## src/rtl/rvm_pkg.sv

```systemverilog
package rvm_pkg;
  parameter int OPW   = 4;
  localparam int HALFW = OPW / 2;
  localparam int PRODW = 2 * OPW;
  localparam int V2W   = 2 * HALFW;
  localparam int V2_GARB = 6;
  localparam int RCA_W = V2W;
  localparam int RCA_GARB = 2 * RCA_W - 1;
  localparam int TOP_GARB = 4 * V2_GARB + 3 * RCA_GARB + 4;
endpackage

```

## src/rtl/rvm_gates.sv

```systemverilog
module rvm_feynman (
  input  logic a,
  input  logic b,
  output logic p,
  output logic q
);
  assign p = a;
  assign q = a ^ b;
  always_comb begin
    p_fey_inverse_r1: assert ((p ^ q) == b) else $error("copy gate not invertible");
  end
endmodule

module rvm_toffoli (
  input  logic a,
  input  logic b,
  input  logic c,
  output logic p,
  output logic q,
  output logic r
);
  assign p = a;
  assign q = b;
  assign r = (a & b) ^ c;
  always_comb begin
    p_tof_inverse_r2: assert (((p & q) ^ r) == c) else $error("toffoli not invertible");
  end
endmodule

module rvm_peres (
  input  logic a,
  input  logic b,
  input  logic c,
  output logic p,
  output logic q,
  output logic r
);
  assign p = a;
  assign q = a ^ b;
  assign r = (a & b) ^ c;
  always_comb begin
    p_per_inverse_r3: assert (((p & (p ^ q)) ^ r) == c) else $error("half-adder gate not invertible");
  end
endmodule

module rvm_hng (
  input  logic a,
  input  logic b,
  input  logic c,
  input  logic d,
  output logic p,
  output logic q,
  output logic r,
  output logic s
);
  assign p = a;
  assign q = b;
  assign r = a ^ b ^ c;
  assign s = ((a ^ b) & c) ^ (a & b) ^ d;
  always_comb begin
    p_hng_parity_r4: assert ((p ^ q ^ r) == c) else $error("full-adder gate sum line wrong");
  end
endmodule

```

## src/rtl/rvm_vedic2.sv

```systemverilog
module rvm_vedic2 import rvm_pkg::*; (
  input  logic [HALFW-1:0]   a,
  input  logic [HALFW-1:0]   b,
  output logic [V2W-1:0]     q,
  output logic [V2_GARB-1:0] g
);
  logic a0_1, b0_1, a1_1, b0_2, a0_2, b1_1, a1_2, b1_2;
  logic pp10, pp01, pp11, c1, pp10_g, pp11_g;

  rvm_toffoli u_and00 (.a(a[0]), .b(b[0]), .c(1'b0), .p(a0_1), .q(b0_1), .r(q[0]));
  rvm_toffoli u_and10 (.a(a[1]), .b(b0_1), .c(1'b0), .p(a1_1), .q(b0_2), .r(pp10));
  rvm_toffoli u_and01 (.a(a0_1), .b(b[1]), .c(1'b0), .p(a0_2), .q(b1_1), .r(pp01));
  rvm_toffoli u_and11 (.a(a1_1), .b(b1_1), .c(1'b0), .p(a1_2), .q(b1_2), .r(pp11));
  rvm_peres   u_ha1   (.a(pp10), .b(pp01), .c(1'b0), .p(pp10_g), .q(q[1]), .r(c1));
  rvm_peres   u_ha2   (.a(pp11), .b(c1),   .c(1'b0), .p(pp11_g), .q(q[2]), .r(q[3]));

  assign g = {pp11_g, pp10_g, b1_2, a1_2, b0_2, a0_2};

  always_comb begin
    p_v2_prod_r5: assert ({2'b00, q} == ({2'b00, a} * {2'b00, b})) else $error("2x2 product wrong");
    p_v2_ops_r10: assert (g[3:0] == {b[1], a[1], b[0], a[0]}) else $error("2x2 garbage lost operand");
  end
endmodule

```

## src/rtl/rvm_rca4.sv

```systemverilog
module rvm_rca4 #(
  parameter int W = 4
) (
  input  logic [W-1:0]   x,
  input  logic [W-1:0]   y,
  output logic [W-1:0]   s,
  output logic           co,
  output logic [2*W-2:0] g
);
  logic [W:1] c;

  rvm_peres u_bit0 (.a(x[0]), .b(y[0]), .c(1'b0), .p(g[0]), .q(s[0]), .r(c[1]));

  for (genvar i = 1; i < W; i++) begin : g_fa
    rvm_hng u_fa (
      .a(x[i]), .b(y[i]), .c(c[i]), .d(1'b0),
      .p(g[2*i-1]), .q(g[2*i]), .r(s[i]), .s(c[i+1])
    );
  end

  assign co = c[W];

  always_comb begin
    p_rca_sum_r6: assert ({co, s} == ({1'b0, x} + {1'b0, y})) else $error("ripple adder sum wrong");
  end
endmodule

```

## src/rtl/rvm_vedic4.sv

```systemverilog
module rvm_vedic4 import rvm_pkg::*; (
  input  logic [OPW-1:0]      op_a,
  input  logic [OPW-1:0]      op_b,
  output logic [PRODW-1:0]    prod,
  output logic [TOP_GARB-1:0] garb
);
  logic [OPW-1:0] a_o, a_c, b_o, b_c;
  logic [V2W-1:0]     qp [4];
  logic [V2_GARB-1:0] qg [4];

  // copy every operand bit once: original and copy each feed one quadrant
  for (genvar i = 0; i < OPW; i++) begin : g_copy
    rvm_feynman u_cpa (.a(op_a[i]), .b(1'b0), .p(a_o[i]), .q(a_c[i]));
    rvm_feynman u_cpb (.a(op_b[i]), .b(1'b0), .p(b_o[i]), .q(b_c[i]));
  end

  // quadrant k: bit0 selects the half of op_a, bit1 the half of op_b
  for (genvar k = 0; k < 4; k++) begin : g_quad
    localparam int AI = k % 2;
    localparam int BI = k / 2;
    logic [HALFW-1:0] xa, xb;
    if (BI == 0) begin : g_ao
      assign xa = a_o[AI*HALFW +: HALFW];
    end else begin : g_ac
      assign xa = a_c[AI*HALFW +: HALFW];
    end
    if (AI == 0) begin : g_bo
      assign xb = b_o[BI*HALFW +: HALFW];
    end else begin : g_bc
      assign xb = b_c[BI*HALFW +: HALFW];
    end
    rvm_vedic2 u_v2 (.a(xa), .b(xb), .q(qp[k]), .g(qg[k]));
  end

  logic [RCA_W-1:0]    s1, s2, s3;
  logic                c1, c2, c3;
  logic [RCA_GARB-1:0] g1, g2, g3;
  logic                cc_g, cc_s, cc_c;

  rvm_rca4 #(.W(RCA_W)) u_l2a (.x(qp[1]), .y(qp[2]), .s(s1), .co(c1), .g(g1));
  rvm_rca4 #(.W(RCA_W)) u_l2b (
    .x(s1), .y({qp[3][HALFW-1:0], qp[0][V2W-1:HALFW]}), .s(s2), .co(c2), .g(g2)
  );
  rvm_peres u_cmerge (.a(c1), .b(c2), .c(1'b0), .p(cc_g), .q(cc_s), .r(cc_c));
  rvm_rca4 #(.W(RCA_W)) u_l3 (
    .x({{(RCA_W-HALFW){1'b0}}, qp[3][V2W-1:HALFW]}),
    .y({{(RCA_W-2){1'b0}}, cc_c, cc_s}),
    .s(s3), .co(c3), .g(g3)
  );

  assign prod = {s3[HALFW-1:0], s2, qp[0][HALFW-1:0]};
  assign garb = {s3[RCA_W-1:HALFW], c3, cc_g, g3, g2, g1, qg[3], qg[2], qg[1], qg[0]};

  always_comb begin
    p_top_prod_r7: assert ({8'd0, prod} == ({12'd0, op_a} * {12'd0, op_b})) else $error("product wrong");
    p_spare_zero_r9: assert (garb[TOP_GARB-1 -: 3] == 3'b000) else $error("final adder overflowed");
  end
endmodule

```

## config.mk

```make
export PLATFORM = sky130hd
export DESIGN_NAME = rvm_vedic4
export DESIGN_NICKNAME = d
export VERILOG_FILES = /design/src/rtl/rvm_pkg.sv /design/src/rtl/rvm_gates.sv /design/src/rtl/rvm_vedic2.sv /design/src/rtl/rvm_rca4.sv /design/src/rtl/rvm_vedic4.sv
export SDC_FILE = /design/constraint.sdc
export NUM_CORES = 1
export LEC_CHECK = 0
export ABC_AREA = 1
export BUFFER_PORTS_ARGS = -buffer_cell sky130_fd_sc_hd__buf_2
export CORE_ASPECT_RATIO = 1.1
export CORE_UTILIZATION = 59
export DETAILED_ROUTE_END_ITERATION = 16
export MAX_ROUTING_LAYER = met4
export PLACE_DENSITY = 0.95
export SLEW_MARGIN = 15
export SYNTH_ARGS = -nofsm -noshare
export SYNTH_HDL_FRONTEND = slang
export SYNTH_HIERARCHICAL = 1
export SYNTH_SLANG_ARGS = --single-unit
```

## constraint.sdc

```tcl
create_clock -name vclk -period 11.4
set_input_delay 0 -clock vclk [all_inputs]
set_output_delay 0 -clock vclk [all_outputs]
set_load 0.05 [all_outputs]
```

* Yosys cells after proc, flatten, opt, wreduce, memory -nomap -nowiden
Cells that the tools add are included.
** Cells by class
- Bitwise operators :: 75
** Operators with widths (number)
- $and 1x1->1 :: 42
- $xor 1x1->1 :: 33
** Storage, ports and cells
- Register bits :: 0
- Logic and storage cells :: 75
- Output and inout bits :: 57
- Input port bits :: 8

* Depth between registers and ports, before layout
Gate-level depths: netlist (run 1).
- Depth after elaboration :: 15
- Gate-level depth with buffers :: 50

* Hierarchy
Netlist (run 1), hierarchy kept.
** By module, submodules not included
- rvm_hng :: area each 68.8 um2, sequential area each 0.0 um2, cells each 12, times used 9
- rvm_toffoli :: area each 35.0 um2, sequential area each 0.0 um2, cells each 7, times used 16
- rvm_peres :: area each 38.8 um2, sequential area each 0.0 um2, cells each 7, times used 12
- rvm_feynman :: area each 26.3 um2, sequential area each 0.0 um2, cells each 6, times used 8
- rvm_vedic2 :: area each 48.8 um2, sequential area each 0.0 um2, cells each 7, times used 4
- rvm_vedic4 :: area each 18.8 um2, sequential area each 0.0 um2, cells each 3, times used 1
- rvm_rca4 :: area each 3.8 um2, sequential area each 0.0 um2, cells each 1, times used 3

* Worst setup path after synthesis (run 1)
No wires, ideal clock.
- Path kind :: input -> output
- Start point :: input port op_b[0]
- End point :: output port garb[47]
- Cell stages on the path :: 36
- Path slack :: 6.766 ns
- Required time :: 11.400 ns
- Arrival :: 4.634 ns
- Cells stage by stage :: nand2_1 > nand2_1 > buf_4 > nand3_1 > nand2_1 > ha_1 > inv_1 > fa_1 > inv_1 > nand2_1 > nand2_1 > inv_1 > fa_1 > inv_1 > nand2_1 > nand2_1 > inv_1 > fa_1 > inv_1 > inv_1 > fa_1 > inv_1 > nand2_1 > nand2_1 > ha_1 > ha_1 > nand2_1 > nand2_1 > inv_1 > fa_1 > inv_1 > nand2_1 > nand2_1 > inv_1 > fa_1 > inv_1
** RTL lines
- from (decl) :: line rvm_vedic4.sv:3 : input logic [OPW-1:0] op_b,
- to (decl) :: line rvm_vedic4.sv:5 : output logic [TOP_GARB-1:0] garb

* Final worst setup path (run 1)
- Start point :: input port op_b[0]
- End point :: output port garb[47]
** Between the ends
- Longest elaborated chain between the ends :: 15
- Elaborated cells on any way between the ends :: 47
** RTL lines
- $and 1x1->1 :: line rvm_gates.sv:24 : assign r = (a & b) ^ c;
- $xor 1x1->1 :: line rvm_gates.sv:39 : assign q = a ^ b;
- $xor 1x1->1 :: line rvm_gates.sv:59 : assign s = ((a ^ b) & c) ^ (a & b) ^ d;
- $and 1x1->1 :: line rvm_gates.sv:59
- $xor 1x1->1 * :: line rvm_gates.sv:59
- named net u_l2a.c (one bit) :: line rvm_rca4.sv:10 : logic [W:1] c;
- $xor 1x1->1 * :: line rvm_gates.sv:58 : assign r = a ^ b ^ c;
- $xor 1x1->1 :: line rvm_gates.sv:59
- [2 not listed]
- named net u_l2b.c (one bit) :: line rvm_rca4.sv:10
- [1 not listed]
- $xor 1x1->1 * :: line rvm_gates.sv:59
- named net c2 :: line rvm_vedic4.sv:36 : logic c1, c2, c3;
- $xor 1x1->1 * :: line rvm_gates.sv:39
- named net cc_s :: line rvm_vedic4.sv:38 : logic cc_g, cc_s, cc_c;
- $and 1x1->1 * :: line rvm_gates.sv:40 : assign r = (a & b) ^ c;
- named net u_l3.c (one bit) :: line rvm_rca4.sv:10
- $and 1x1->1 * :: line rvm_gates.sv:59
- $xor 1x1->1 * :: line rvm_gates.sv:59
Mark *: on every way through the listed nets, which the timed path passes. The rest lies on a longest branch.

==> flow_summary.json, run 1 <==
{
  "seq_cells": 0,
  "first_global_vias": 1395,
  "grt_pass1_wl_um": 5030,
  "syn_area_per_cell_um2": 5.39,
  "sw_frac_of_total": 0.776,
  "crit_family": "adder cells",
  "yosysTopAreaCellShare": 0.346,
  "path_buf_inv": 14,
  "cts.hold.buffers_added": 0,
  "outcome": "finished clean",
  "wire_per_inst_um": 6.03,
  "seq_power_share": 0,
  "synth_cell_types": 7,
  "drt-initial-drc-count": 28,
  "rsz0062_at_grt": "false",
  "synth_top_area_cell": "buf_4",
  "fin_ws_ns": 6.37,
  "routed_wl_um": 2940,
  "dieArea_um2": 3770,
  "globalplace.congestion": 0.740,
  "power_density_nw_per_um2": 145,
  "path_class": "in2out",
  "antenna_found_initial": 0,
  "yosysSeqAreaShare": 0,
  "syn_to_final_growth_pct": -1.32,
  "dieHeight_um": 64.3,
  "required_ns": 11.40,
  "min_path_type": "in2out",
  "p_int_uw": 66.9,
  "clkPwrFrac": 0,
  "startpoint_type": "input pin",
  "cp_common_cell": "nand2_1",
  "finalHoldViolCount": 0,
  "fin_crit_sh": 0.441,
  "setup_viol_count_final": 0,
  "crit_slowest_cell": "fa_1",
  "cap_violations": 0,
  "period_needed_ns": 5.03,
  "post-dp-hpwl_um": 2820,
  "instances_no_fill": 487,
  "first_pass_iters": 4,
  "vdd_drop_max_uv": 165,
  "avgViaCountPerCell": 3.53,
  "setup_tns_ns": 0,
  "ios": 65,
  "synthesis.instances": 386,
  "hp-start": "op_a[1]",
  "grt_use_total": 0.168,
  "yosysWarnings": 6,
  "antenna_left": 0,
  "synth.most_common_cell": "nand2_1",
  "p_total_uw": 298,
  "ys_top_cells_by_count": "nand2_1, inv_1, buf_4",
  "p_switching_uw": 231,
  "worstPathMaxFanout": 7,
  "clock.fmax_mhz": 199,
  "fp.coreArea_um2": 3360,
  "diodes": 0,
  "synth.cell_area_um2": 2080,
  "holdPathStages": 2,
  "final_layout_size_suffix_gt1_frac": 0.134,
  "grt_overflow": 0,
  "grt_max_degree": 8,
  "drv_slew": 0,
  "whs_endpoint": "garb[2]",
  "yosys-top-cells-area": "buf_4, nand2_1, inv_1",
  "crit_path_start": "op_b[0]",
  "core.rowCount": 22,
  "dp.cells": 487,
  "clock_buffers": 0,
  "arrival_ns": 5.03,
  "final_nets": 470,
  "drc": 0,
  "postCtsSetupRepairBufs": 0,
  "crit_path_max_incr_delay_ns": 0.44,
  "post-place-ws_ns": 6.33,
  "p_leak_uw": 0.00143,
  "die_w_um": 58.6,
  "start_util": 0.620,
  "fill_cells": 372,
  "combPwrFrac": 1.000,
  "seq_area_um2": 0,
  "cp-end-kind": "primary output",
  "vias": 1721,
  "port_buffers": 59,
  "cts_resized": 0
}
==> placed cells by master (no fill, tap or decap) <==
cell / n
conb_1: 98
ha_1: 12
buf_2: 59
nand3_1: 16
inv_1: 110
fa_1: 9
nand2_1: 135
==> area by class of cell <==
cell class	instances	area [µm²]	share of cell area
multi-input cells	270	1280	0.626
inverters	110	413	0.201
well taps	48	60.1	0.0293
repair buffers	59	295	0.144
==> cells by family after synthesis <==
family / count (synthesis) / share of synthesized area
adders and majority gates: 21 / 0.159
buffers and inverters: 206 / 0.545
other: 8 / 0.0144
and+or+nand+nor: 151 / 0.282
==> through the flow <==
step                hold WS, ns   util  cell area (µm²)
global route              0.364  0.611             2050
finish                    0.350  0.611             2050
detailed placement        0.349  0.611             2050
CTS                       0.349  0.611             2050
floorplan                 0.415      -             2420
global placement          0.348  0.611             2050
==> routing by layer <==
metal / track usage / part of all wire
met2: 0.356 / 0.55
met5: - / 0
met1: 0.163 / 0.41
met3: 0.00810 / 0.035
met4: 0.0208 / 0.0075
==> power by group through the flow <==
stage	Combinational [µW]	Sequential (µW)	Clock (µW)
finish	298	0	0
global route	326	0	0
CTS	298	0	0
detailed placement	298	0	0
global placement	289	0	0
floorplan	290	0	0
==> how the worst max path moves through the flow <==
stage | end | slack (ns) | cells after the start
2_1_floorplan | garb[47] | 6.77 | 36
3_3_place_gp | garb[47] | 6.54 | 37
3_5_place_dp | garb[47] | 6.33 | 37
4_1_cts | garb[47] | 6.33 | 37
5_1_grt | garb[47] | 5.88 | 37
6_report | garb[47] | 6.37 | 37
Power figures use the tool's default switching activity.
==> run 2, diff against run 1 <==
--- a/config.mk
+++ b/config.mk
@@ -8,10 +8,10 @@
 export ABC_AREA = 1
 export BUFFER_PORTS_ARGS = -buffer_cell sky130_fd_sc_hd__buf_2
 export CORE_ASPECT_RATIO = 1.1
-export CORE_UTILIZATION = 59
+export CORE_UTILIZATION = 55
 export DETAILED_ROUTE_END_ITERATION = 16
 export MAX_ROUTING_LAYER = met4
-export PLACE_DENSITY = 0.95
+export PLACE_DENSITY = 0.92
 export SLEW_MARGIN = 15
 export SYNTH_ARGS = -nofsm -noshare
 export SYNTH_HDL_FRONTEND = slang
==> constraint.sdc (replaced) <==
create_clock -name vclk -period 5
set_input_delay 0 -clock vclk [all_inputs]
set_output_delay 0 -clock vclk [all_outputs]
set_load 0.05 [all_outputs]
==> run 2 against run 1 <==
Wire length up 5.1%. Sequential share of layout area unchanged. Critical path type unchanged. Flip-flop and latch count unchanged. First-iteration DRC count up 25%. Worst hold slack worse by 0.037 ns. Power up 130%. Largest cell class unchanged. Utilization down 2.6 points. Final cell count up 1.2%. Largest power group unchanged. Via count up 1.3%. Critical path depth up 2. Combinational power up 130%.
==> flow_summary.json, run 2 (synthesis gave the netlist of run 1 again) <==
{
  "clock.fmax_mhz": 214,
  "start_util": 0.574,
  "cap_violations": 0,
  "sw_frac_of_total": 0.765,
  "period_needed_ns": 4.67,
  "startpoint_type": "input pin",
  "vias": 1744,
  "first_global_vias": 1366,
  "seq_power_share": 0,
  "drt-initial-drc-count": 35,
  "syn_to_final_growth_pct": 2.04,
  "dieArea_um2": 4030,
  "final_area_um2": 2120,
  "worst_hold_slack_ns": 0.313,
  "wire_per_inst_um": 6.26,
  "final_nets": 474,
  "combPwrFrac": 1.000,
  "die_w_um": 60.6,
  "avgViaCountPerCell": 3.54,
  "grt_util_met1": 0.167,
  "drc": 0,
  "clock_buffers": 0,
  "grt_overflow": 0,
  "fin_ws_ns": 0.335,
  "post-dp-hpwl_um": 2860,
  "diodes": 0,
  "antenna_left": 0,
  "crit_path_max_incr_delay_ns": 0.42,
  "grt_max_degree": 8,
  "final_common_cell": "nand2_1",
  "final_layout_size_suffix_gt1_frac": 0.167,
  "seq_area_um2": 0,
  "grt_use_total": 0.156,
  "cts.hold.buffers_added": 0,
  "finalHoldViolCount": 0,
  "outcome": "finished clean",
  "gr-usage-met2": 0.327,
  "globalplace.congestion": 0.703,
  "postPlaceCellArea_um2": 2090,
  "min_path_type": "in2out",
  "met3_usage": 0.00194,
  "routed_wl_um": 3090,
  "grt_busiest_layer": "met2",
  "worstPathMaxFanout": 5,
  "post-place-ws_ns": -0.0381,
  "clkPwrFrac": 0,
  "seq_cells": 0,
  "arrival_ns": 4.67,
  "ios": 65,
  "first_pass_iters": 4,
  "cp-end-kind": "primary output",
  "cp_common_cell": "nand2_1",
  "dieHeight_um": 66.5,
  "antenna_found_initial": 0,
  "grt_pass1_wl_um": 4930,
  "path_class": "in2out",
  "setup_tns_ns": 0,
  "vdd_drop_max_uv": 201,
  "p_int_uw": 163,
  "core.rowCount": 23,
  "p_leak_uw": 0.00145,
  "fp.coreArea_um2": 3630,
  "required_ns": 5.00,
  "drv_slew": 0,
  "port_buffers": 59,
  "setup_viol_count_final": 0,
  "power_density_nw_per_um2": 325,
  "fin_crit_sh": 0.933,
  "mostFrequentLayoutCells": "nand2_1, inv_1, conb_1",
  "crit_slowest_cell": "fa_2",
  "p_switching_uw": 528
}
## run 2: cell types whose count changed in the layout (fill, tap and decap cells not counted), sizes merged
cell	change
buf	+4
## run 2: final cells by class
class / count / area [µm²]
fill: 378 / 1500
timing repair buffer: 63 / 338
tap: 50 / 62.6
multi-input combinational: 270 / 1310
inverter: 110 / 413
## run 2: worst paths after layout
kind / to / startpoint / slack [ns] / cells past startpoint
hold / removal: garb[0] / op_a[0] / 0.31 / 2
setup / recovery: garb[47] / op_b[0] / 0.33 / 39
## run 2: critical path: cells and delay by family
| kind | cells | cell delay [ns] |
|---|---|---|
| AND/OR/NAND/NOR | 16 | 0.95 |
| adder cells (fa/ha/maj) | 9 | 2.73 |
| buffers and inverters | 14 | 0.98 |
## run 2: what timing repair did
action                                  in CTS  in global routing
resized for setup                            1                 15
buffers inserted                             0                  0
endpoints found under the setup margin       1                  1
endpoints found under the hold margin        0                  0
cloned                                       0                  0
pin swaps                                    0                  2
## run 2: power by group through the flow
stage | Combinational [µW] | Sequential, µW | Clock, µW
floorplan | 662 | 0 | 0
global placement | 659 | 0 | 0
detailed placement | 677 | 0 | 0
CTS | 680 | 0 | 0
global route | 756 | 0 | 0
finish | 691 | 0 | 0
## run 2: through the flow
step	instances	util	power (µW)
final	493	0.586	691
after CTS	493	0.576	680
after detailed placement	493	0.575	677
after global routing	493	0.586	756
after floorplan	476	-	662
after global placement	493	0.575	659
## run 2: routing by layer
layer,up-vias,routed length [µm]
met5,-,0
met4,0,0
met3,0,93
met2,31,1700
met1,721,1290
li1,992,-
